[src/rtl/irq_router_pkg.sv]
package irq_router_pkg;
  localparam int AW = 8;
  localparam logic [AW-1:0] ADR_EN_STAT = 8'h24;
  localparam logic [AW-1:0] ADR_EN_SET  = 8'h28;
  localparam logic [AW-1:0] ADR_EN_CLR  = 8'h2C;
  localparam logic [AW-1:0] ADR_POL     = 8'h30;
  localparam logic [AW-1:0] ADR_MODE    = 8'h34;
  localparam logic [AW-1:0] ADR_PEND    = 8'h40;
endpackage

[src/rtl/irq_router_regs.sv]
module irq_router_regs
  import irq_router_pkg::*;
#(
  parameter int NSRC  = 32,
  parameter int NCORE = 4,
  parameter int NPAR  = 4
) (
  input  logic                       clk,
  input  logic                       rst_n,
  input  logic                       wr_en,
  input  logic [AW-1:0]              addr,
  input  logic [3:0]                 be,
  input  logic [31:0]                wdata,
  input  logic [NSRC-1:0]            pend_stat,
  output logic [31:0]                rdata,
  output logic [NSRC-1:0]            enable,
  output logic [NSRC-1:0]            pol,
  output logic [NSRC-1:0]            mode,
  output logic [NSRC-1:0][NPAR+NCORE-1:0] route,
  output logic [NSRC-1:0]            pend_clr
);
  localparam int RB     = NPAR + NCORE;
  localparam int NWORDS = NSRC / 4;

  logic [31:0]     wmask;
  logic [NSRC-1:0] wbits;

  for (genvar l = 0; l < 4; l++) begin : g_lane
    assign wmask[8*l +: 8] = {8{be[l]}};
  end
  assign wbits = NSRC'(wdata & wmask);

  // enable mask with separate set and clear ports
  always_ff @(posedge clk or negedge rst_n) begin
    if (!rst_n) begin
      enable <= '0;
      pol    <= '0;
      mode   <= '0;
    end else if (wr_en) begin
      if (addr == ADR_EN_SET) enable <= enable | wbits;
      if (addr == ADR_EN_CLR) enable <= enable & ~wbits;
      if (addr == ADR_POL)    pol    <= (pol  & ~NSRC'(wmask)) | wbits;
      if (addr == ADR_MODE)   mode   <= (mode & ~NSRC'(wmask)) | wbits;
    end
  end

  // route bytes, one per source, written by byte lane
  for (genvar s = 0; s < NSRC; s++) begin : g_route
    always_ff @(posedge clk or negedge rst_n) begin
      if (!rst_n) route[s] <= '0;
      else if (wr_en && addr[AW-1:2] == (AW-2)'(s / 4) && be[s % 4])
        route[s] <= wdata[8*(s % 4) +: RB];
    end
  end

  assign pend_clr = (wr_en && addr == ADR_PEND) ? wbits : '0;

  always_comb begin
    rdata = '0;
    case (addr)
      ADR_EN_STAT: rdata = 32'(enable);
      ADR_POL:     rdata = 32'(pol);
      ADR_MODE:    rdata = 32'(mode);
      ADR_PEND:    rdata = 32'(pend_stat);
      default: begin
        if (addr[1:0] == 2'b00 && int'(addr[AW-1:2]) < NWORDS) begin
          for (int k = 0; k < 4; k++)
            rdata[8*k +: RB] = route[int'(addr[AW-1:2]) * 4 + k];
        end
      end
    endcase
  end

  a_r3_set_takes: assert property (@(posedge clk) disable iff (!rst_n)
    (wr_en && addr == ADR_EN_SET) |=> ((enable & $past(wbits)) == $past(wbits)));
  a_r4_clear_takes: assert property (@(posedge clk) disable iff (!rst_n)
    (wr_en && addr == ADR_EN_CLR) |=> ((enable & $past(wbits)) == '0));
  a_r3_mask_holds: assert property (@(posedge clk) disable iff (!rst_n)
    !(wr_en && (addr == ADR_EN_SET || addr == ADR_EN_CLR)) |=> $stable(enable));
endmodule

[src/rtl/irq_router_cond.sv]
module irq_router_cond #(
  parameter int NSRC = 32
) (
  input  logic            clk,
  input  logic            rst_n,
  input  logic [NSRC-1:0] src,
  input  logic [NSRC-1:0] pol,
  input  logic [NSRC-1:0] mode,
  input  logic [NSRC-1:0] pend_clr,
  output logic [NSRC-1:0] pend_raw
);
  logic [NSRC-1:0] prev_src;
  logic [NSRC-1:0] sticky;
  logic [NSRC-1:0] edge_hit;

  for (genvar i = 0; i < NSRC; i++) begin : g_src
    assign edge_hit[i] = pol[i] ? (src[i] & ~prev_src[i]) : (~src[i] & prev_src[i]);
    assign pend_raw[i] = mode[i] ? sticky[i] : (src[i] == pol[i]);

    always_ff @(posedge clk or negedge rst_n) begin
      if (!rst_n) begin
        prev_src[i] <= 1'b0;
        sticky[i]   <= 1'b0;
      end else begin
        prev_src[i] <= src[i];
        // an edge in the same cycle as a clear wins; level mode keeps no latch
        sticky[i]   <= mode[i] & (edge_hit[i] | (sticky[i] & ~pend_clr[i]));
      end
    end
  end

  a_r6_sticky_holds: assert property (@(posedge clk) disable iff (!rst_n)
    (pend_clr == '0) |=> ((sticky & $past(sticky & mode)) == $past(sticky & mode)));
  a_r6_edge_latches: assert property (@(posedge clk) disable iff (!rst_n)
    1'b1 |=> ((sticky & $past(edge_hit & mode)) == $past(edge_hit & mode)));
endmodule

[src/rtl/irq_router_xbar.sv]
module irq_router_xbar #(
  parameter int NSRC  = 32,
  parameter int NCORE = 4,
  parameter int NPAR  = 4
) (
  input  logic                            clk,
  input  logic                            rst_n,
  input  logic [NSRC-1:0]                 pend,
  input  logic [NSRC-1:0][NPAR+NCORE-1:0] route,
  output logic [NCORE*NPAR-1:0]           lines,
  output logic [NCORE-1:0]                core_irq
);
  for (genvar c = 0; c < NCORE; c++) begin : g_core
    for (genvar p = 0; p < NPAR; p++) begin : g_par
      logic [NSRC-1:0] hit;
      for (genvar s = 0; s < NSRC; s++) begin : g_s
        assign hit[s] = pend[s] & route[s][c] & route[s][NCORE+p];
      end
      assign lines[c*NPAR+p] = |hit;
    end
    assign core_irq[c] = |lines[c*NPAR +: NPAR];
  end

  a_r9_quiet_when_idle: assert property (@(posedge clk) disable iff (!rst_n)
    (pend == '0) |-> (lines == '0 && core_irq == '0));
endmodule

[src/rtl/irq_router.sv]
module irq_router
  import irq_router_pkg::*;
#(
  parameter int NSRC  = 32,
  parameter int NCORE = 4,
  parameter int NPAR  = 4
) (
  input  logic                   clk,
  input  logic                   rst_n,
  input  logic [NSRC-1:0]        src,
  input  logic                   wr_en,
  input  logic [AW-1:0]          addr,
  input  logic [3:0]             be,
  input  logic [31:0]            wdata,
  output logic [31:0]            rdata,
  output logic [NCORE*NPAR-1:0]  irq_lines,
  output logic [NCORE-1:0]       core_irq
);
  localparam int RB = NPAR + NCORE;

  logic [NSRC-1:0]         enable, pol, mode, pend_clr, pend_raw, pend_stat;
  logic [NSRC-1:0][RB-1:0] route;

  irq_router_regs #(.NSRC(NSRC), .NCORE(NCORE), .NPAR(NPAR)) u_regs (
    .clk(clk), .rst_n(rst_n), .wr_en(wr_en), .addr(addr), .be(be),
    .wdata(wdata), .pend_stat(pend_stat), .rdata(rdata), .enable(enable),
    .pol(pol), .mode(mode), .route(route), .pend_clr(pend_clr));

  irq_router_cond #(.NSRC(NSRC)) u_cond (
    .clk(clk), .rst_n(rst_n), .src(src), .pol(pol), .mode(mode),
    .pend_clr(pend_clr), .pend_raw(pend_raw));

  assign pend_stat = pend_raw & enable;

  irq_router_xbar #(.NSRC(NSRC), .NCORE(NCORE), .NPAR(NPAR)) u_xbar (
    .clk(clk), .rst_n(rst_n), .pend(pend_stat), .route(route),
    .lines(irq_lines), .core_irq(core_irq));
endmodule

[config.mk]
export PLATFORM = sky130hd
export DESIGN_NAME = irq_router
export DESIGN_NICKNAME = d
export VERILOG_FILES = /design/src/rtl/irq_router_pkg.sv /design/src/rtl/irq_router_regs.sv /design/src/rtl/irq_router_cond.sv /design/src/rtl/irq_router_xbar.sv /design/src/rtl/irq_router.sv
export SDC_FILE = /design/constraint.sdc
export NUM_CORES = 1
export LEC_CHECK = 0
export ABC_AREA = 1
export BUFFER_PORTS_ARGS = -buffer_cell sky130_fd_sc_hd__buf_2
export CORE_MARGIN = 1
export CORE_UTILIZATION = 50
export DETAILED_ROUTE_END_ITERATION = 16
export PLACE_DENSITY_LB_ADDON = 0.12
export SKIP_LAST_GASP = 1
export SLEW_MARGIN = 20
export SYNTH_ARGS = -nofsm -noshare
export SYNTH_HDL_FRONTEND = slang
export SYNTH_SLANG_ARGS = --single-unit
export TNS_END_PERCENT = 50
[constraint.sdc]
create_clock -name clk -period 2.6 [get_ports clk]
set_input_delay 0 -clock clk [delete_from_list [all_inputs] [get_ports clk]]
set_output_delay 0 -clock clk [all_outputs]
set_load 0.02 [all_outputs]
---- Yosys cells after proc, flatten, opt, wreduce, memory -nomap -nowiden ----
Cells that the tools add are included.
word-level totals
  register bits ........................... 416
  output and inout port bits .............. 52
  bits in latches ......................... 0
  logic and storage cells ................. 1206
  bits of input ports ..................... 79
  ROM bits ................................ 0
  memories ................................ 0
  bits in writable memories ............... 0
operators by class
  multipliers ............................. 0
  bitwise operators ....................... 906
  shifts and indexed selects .............. 0
  add/sub/neg operators ................... 3
  divide/modulo/power cells ............... 0
  eq/ne operators ......................... 45
  reduce and logical (&&, ||, !) cells .... 68
  muxes and demuxes ....................... 80
  $lt $le $gt $ge ......................... 5
operator list
  operator             count
  $and 1x1->1          768
  $reduce_or 128->1    4
  $reduce_or 32->1     16
  $and 32x32->32       5
  $mux 32              4
  $pmux 32 s4          1
  $bmux 8 s5           3
  $lt 32x7->1 const B  3
  $not 1->1            96
  $or 32x32->32        3
  $mux 1               64
  $not 32->32          2
  $mux 8               7
  $logic_and 1x1->1    42
  $eq 8x6->1 const B   5
  $eq 1x1->1           32
  $or 1x1->1           32
  $bmux 8 s3           1
  $eq 6x3->1 const B   4
  $add 8x2->9 const B  2
  $eq 6x2->1 const B   2
  $add 8x1->9 const B  1
  $eq 8x7->1 const B   1
  $lt 8x6->1 const B   1
  6 further kinds      8

---- Longest topological paths before layout ----
Gate-level depths: netlist (run 1).
  word-level depth ........................ 7
  gate-level depth with buffers ........... 13
  depth with buffers taken out ............ 13

---- Modules after synthesis ----
A second synthesis (run 1) with hierarchy kept.
second synthesis, totals
  cell total of the unflattened synthesis .. 4323
  area, all modules ....................... 27934.3 µm²
modules (own cells, without submodules)
  module           sequential area each (µm²)  cells an instance  area each (µm²)  instances
  irq_router_regs  8808.4                      2780               19463.7          1
  irq_router_xbar  0.0                         1031               4907.2           1
  irq_router_cond  1601.5                      448                3323.2           1
  irq_router       0.0                         64                 240.2            1

---- Worst setup path before layout (run 1) ----
No wires, ideal clock.
  path kind ............................... flip-flop to output port
  start ................................... reg with a tool-made name
  end ..................................... out core_irq[1]
  stages on the path, launching flop included .. 14
  buffers on the path ..................... 0
  path slack .............................. 0.852 ns
  required time ........................... 2.600 ns
  arrival ................................. 1.748 ns
  cells stage by stage .................... dfrtp_1 > inv_1 > nor2_1 > nor2_1 > nand2_1 > nor2_1 > nand2_1 > nand2_1 > nor2_1 > nand2_1 > nor2_1 > nand2_1 > nor2_1 > nand2_1
RTL lines
  what              line              RTL
  end: declaration  irq_router.sv:17  output logic [NCORE-1:0] core_irq

==> flow_summary.toml, run 1 <==
[run_status]
status = "finished with violations"
violations = "negative setup slack"

[setup_path]
rr_endpoint = "u_cond.sticky[12]"
r2r_cells = 4
required_ps = 2600
crit_fanout = 7
end_kind = "output port"
critPathKind = "register to output port"
rrSetupSlack_ps = 1480
worstPathArrival_ps = 2630
cp-start-kind = "register"

[yosys]
seq_area_frac_synth = 0.428
ys_types = 34
yosysTopAreaCell = "dfrtp_1"
synthTopCellsByArea = "dfrtp_1 43%, nand2_1 14%, nand4_1 11%, o21ai_0 8.2%, inv_1 3.8%"
synth_warnings = 0
syn_nets = 3397
synthArstFlopShare = 1.00
syn_inst = 3318
syn_area_um2 = 24300
synth_ff_type = "dfrtp_1"
synth_edf_count = 0
ys_ff_latch = 416
postSynthAreaPerCell_um2 = 7.34
synth_top_area_frac = 0.428

[timing]
fin_ws_ps = -27.7
worst_pin_slew_ps = 828
finalSetupViolations = 3
clock_skew_ps = 12.8
hold_ws_ps = 38.3
period_share = 1.01
hold_viol = 0
rsz0062_at_grt = "true"
fin_crit_ps = 2630
slew_viol_final = 0
max_freq_ghz = 0.381
slew_headroom = 0.448

[cts]
clkSinkCount = 416
root_buffer = "clkbuf_16"
path_clk_slew_ps = 60
htreeDepth = 2
clk_latency_ps = 620
cts.path.max_buffers = 3
cts_tree = "built"
numCtsBuffers = 46

[routing]
wl_per_cell_um = 26.5
dr_total_vias = 27700
routed_via_density = 6.55
drt_wl_total_um = 112000
drc = 0
first_pass_iters = 6
drt-initial-drc-count = 3848
ant_nets = 0

[power_and_ir_drop]
vdd_drop_max_v = 0.000575
p_seq_frac = 0.437
sw_frac_of_total = 0.313
intPower_mw = 11.9
pwr-share-comb = 0.157
clockPowerShare = 0.406
power.leakage_nw = 13.9
netSwitchingPower_mw = 5.43
power_density_nw_per_um2 = 590
total_power_mw = 17.4

[die]
core_area_um2 = 47800
initial_utilization = 0.509
io_pins = 131
die_area_um2 = 49600
die_w_um = 223
num_rows = 80
die-height_um = 223

[global_routing]
grt_use_met1 = 0.593
busiest_layer = "met2"
grt_max_degree = 97
use_met2 = 0.665
grt_first_pass_wirelength_um = 163000
grt_pass1_vias = 25300
use_met3 = 0.0915
antenna_found_initial = 4
grt_overflow = 0
grt_usage = 0.443

[final_layout]
fill_cells = 4299
finalNetCount = 3653
drive_gt1_frac = 0.170
area_growth_pct = 21.0

[worst_hold_path]
hp-class = "primary input to register"
holdPathEnd = "u_regs.route[60]"
min_from = "be[3]"
hold_depth = 3

[placed_design]
dp_hpwl_um = 78600
io_buffers = 130
place.gp.congestion = 1.06

[job]
drv_cap = 0
-- Yosys cell counts (all sizes together) (24+ instances only) --
cell	n
o21ai	459
o22ai	148
nand3	144
o211ai	24
nand2	907
mux2	32
nor2	254
a21oi	73
nand4	431
clkbuf	89
buf	77
inv	252
dfrtp	416
-- how the worst max path moves through the flow --
stage	start	to	depth (start not counted)
floorplan	register	core_irq[1]	13
global placement	register	core_irq[1]	13
detailed placement	register	core_irq[1]	13
CTS	register	core_irq[2]	12
global route	register	core_irq[3]	13
finish	register	core_irq[2]	14
-- cells in the final DEF (no fill, tap or decap), types with 3 or more instances in the layout --
master,Yosys,layout
buf_6,10,21
clkbuf_1,89,12
dfrtp_1,416,416
nand3_4,10,21
mux2_2,32,32
buf_4,1,144
nand2_2,4,58
diode_2,0,3
inv_1,248,231
nand2_1,903,844
o22ai_1,148,148
a21oi_2,4,4
a31oi_1,3,3
nor2_4,1,16
o21ai_1,62,64
clkbuf_16,0,48
buf_2,54,127
nor2_1,247,172
nand3_1,133,121
buf_12,0,9
nand2_4,0,5
nand4_1,429,429
a21oi_1,69,68
bufinv_16,0,6
inv_2,4,20
clkbuf_8,0,10
clkinvlp_4,0,4
clkinv_2,0,3
nor2_2,6,66
dlygate4sd3_1,0,66
o21ai_0,397,395
nand3_2,1,5
o211ai_1,24,24
-- timing repair --
item	4_1_cts	5_1_grt
resized for setup	56	165
pin swaps	5	58
endpoints found under the hold margin	513	0
hold buffers	67	0
setup buffers	6	36
endpoints found under the setup margin	20	13
cloned	0	6
-- stage by stage --
stage	setup TNS (ps)	area, um2	utilization	setup WS (ps)	cells
2_1_floorplan	0	24300	-	852	3318
3_3_place_gp	0	26100	0.545	285	4026
3_5_place_dp	0	26100	0.545	268	4026
4_1_cts	-22.6	28600	0.599	-13.1	4182
5_1_grt	-242	29400	0.615	-80.1	4224
6_report	-31.3	29500	0.616	-27.7	4227
-- kinds of logic (layout without fill, tap and decap cells) --
kind of cell,count (synthesis),count (layout),share of synthesized area
AND/OR/NAND/NOR,1741,1744,0.329
AO/OA/AOI/OAI,711,711,0.158
buffers and inverters,418,706,0.0709
flip-flops,416,416,0.428
multiplexers,32,32,0.0148
other,0,3,0
-- power groups by stage --
stage,Sequential [mW],Clock (mW),Combinational [mW]
finish,7.59,7.05,2.72
CTS,7.54,7.07,2.45
global placement,7.65,0,2.28
floorplan,7.36,0,1.23
detailed placement,7.65,0,2.32
global route,7.62,7.30,2.88
-- critical path: stages, from the launching register on --
cell,delay [ps]
dfrtp_1,390
inv_2,60
nand2_2,100
nand3_4,100
buf_6,150
buf_4,140
nand4_1,60
nand2_1,90
nor2_2,130
nand2_2,100
nor2_4,200
nand2_2,70
nor2_1,100
nand2_1,140
buf_6,170
-- routing by layer --
metal,routed length [um],up-vias
met5,0,-
met4,7590,0
met3,13000,443
met2,48600,2012
met1,42600,13100
li1,-,12100
-- cell type report --
class / instances / area (um2) / area share
Clock buffer: 69 / 1360 / 0.0461
Inverter: 252 / 948 / 0.0322
Multi-Input combinational cell: 2487 / 12800 / 0.436
Clock inverter: 14 / 234 / 0.00794
Tap cell: 615 / 769 / 0.0261
Sequential cell: 416 / 10400 / 0.353
Timing Repair Buffer: 371 / 2880 / 0.0977
Antenna cell: 3 / 7.51 / 0.000255
(Power assumes the default switching activity.)
==> inputs of run 2 (changes only) <==
--- a/config.mk
+++ b/config.mk
@@ -10,7 +10,7 @@
 export CORE_MARGIN = 1
 export CORE_UTILIZATION = 50
 export DETAILED_ROUTE_END_ITERATION = 16
-export PLACE_DENSITY_LB_ADDON = 0.12
+export PLACE_DENSITY = 0.64
 export SKIP_LAST_GASP = 1
 export SLEW_MARGIN = 20
 export SYNTH_ARGS = -nofsm -noshare
==> flow_summary.toml, run 2 (same netlist as run 1, synthesis figures left out) <==
[routing]
dr_total_vias = 27500
wl_met3_um = 12900
ant_nets = 0
route.met2.wl_um = 48500
drt_wl_total_um = 111000
drt-initial-drc-count = 4441
top_layer = "met5"
drc = 0
wl_per_cell_um = 26.4
first_pass_iters = 8
routed_via_density = 6.54
wl_met1_um = 42400

[power_and_ir_drop]
power.leakage_nw = 13.8
vdd_drop_max_v = 0.000544
power_density_nw_per_um2 = 583

[die]
core_area_um2 = 47800
die-height_um = 223
io_pins = 131
initial_utilization = 0.509
num_rows = 80
die_w_um = 223
die_area_um2 = 49600

[global_routing]
grt_pass1_vias = 24800
grt_max_degree = 81
antenna_found_initial = 6
grt_first_pass_wirelength_um = 160000
grt_usage = 0.438
grt_overflow = 0

[final_layout]
fill_cells = 4375
fin_cells = 4200
final_common_cell = "nand2_1"
drive_gt1_frac = 0.166
layout_common_cells = "844 x nand2_1, 429 x nand4_1, 414 x dfrtp_1"
area_growth_pct = 20.3
finalNetCount = 3631

[setup_path]
crit_fanout = 6
crit_buf_inv = 1
startpoint = "u_regs.route[85]"
required_ps = 2600
worstPathArrival_ps = 2590
slowest_stage = "o21ai_0"
critPathMaxStageDelay_ps = 580
worstPathCellList = "o22ai_1 -> o21ai_0 -> nand3_1 -> o211ai_1 -> buf_2"
cp-start-kind = "register"
critPathKind = "register to output port"
crit_family = "compound AO/OA/AOI/OAI gates"
end_kind = "output port"

[timing]
clock_skew_ps = 7.35
rsz0062_at_grt = "true"
fin_ws_ps = 5.73
hold_ws_ps = -15.7
fin_crit_ps = 2590
finalSetupViolations = 0
slew_viol_final = 0
period_share = 0.998
hold_viol = 5
slew_headroom = 0.442
max_freq_ghz = 0.385
worst_pin_slew_ps = 836

[cts]
htreeDepth = 2
cts.path.max_buffers = 3
clk_latency_ps = 610
numCtsBuffers = 45
root_buffer = "clkbuf_16"
path_clk_slew_ps = 60
clkSinkCount = 416
cts_tree = "built"

[run_status]
status = "finished with violations"
violations = "negative hold slack"

[worst_hold_path]
hp-class = "primary input to async pin"

[placed_design]
dp_slack_ps = 101
dp_hpwl_um = 78500
place.gp.congestion = 1.10
io_buffers = 130
dp.cells = 4019

[job]
drv_cap = 0
run 2: layout make-up:
type / count / area (um2) / area share
Multi-Input combinational cell: 2486 / 13000 / 0.443
Sequential cell: 416 / 10400 / 0.356
Timing Repair Buffer: 351 / 2670 / 0.0913
Clock buffer: 67 / 1370 / 0.0468
Inverter: 252 / 946 / 0.0323
Tap cell: 615 / 769 / 0.0263
Clock inverter: 11 / 134 / 0.00457
Antenna cell: 2 / 5.00 / 0.000171
run 2: path summary, 6_finish.rpt:
check,endpoint,slack [ps],depth (start not counted)
worst max-delay path,rdata[21],6,5
worst min register to register,register,490,2
min in group clk,u_cond.sticky[14],50,4
worst min-delay path,u_regs.route[214],-20,2
worst max register to register,u_cond.sticky[8],1490,4
max in group asynchronous,u_regs.route[224],1680,3
run 2: what timing repair did:
item / 4_1_cts / 5_1_grt
endpoints found under the setup margin: 21 / 14
gates cloned: 0 / 6
pin swaps: 3 / 44
resized for setup: 65 / 167
buffers inserted: 2 / 28
hold endpoints to repair: 313 / 0
hold buffers: 65 / 0
run 2: power by group:
part	switching, mW	total, mW	internal (mW)
registers	0.744	7.60	6.86
clock network	2.84	6.76	3.92
logic	1.83	2.70	0.871
run 2: metrics by stage:
stage / hold WS [ps] / area (um2) / setup TNS (ps) / power (mW) / utilization
after floorplan: -296 / 24300 / 0 / 8.59 / -
after global placement: 65.0 / 26000 / 0 / 9.91 / 0.544
after detailed placement: 78.9 / 26000 / 0 / 9.95 / 0.544
after CTS: 23.8 / 28500 / -16.2 / 16.7 / 0.595
after global routing: 59.5 / 29300 / -177 / 17.4 / 0.612
final: -15.7 / 29300 / 0 / 17.1 / 0.612
run 2: per-layer routing:
layer	vias up	GRT usage
li1	12100	-
met1	13000	0.589
met2	1981	0.669
met3	415	0.0791
met4	4	0.242
met5	-	0
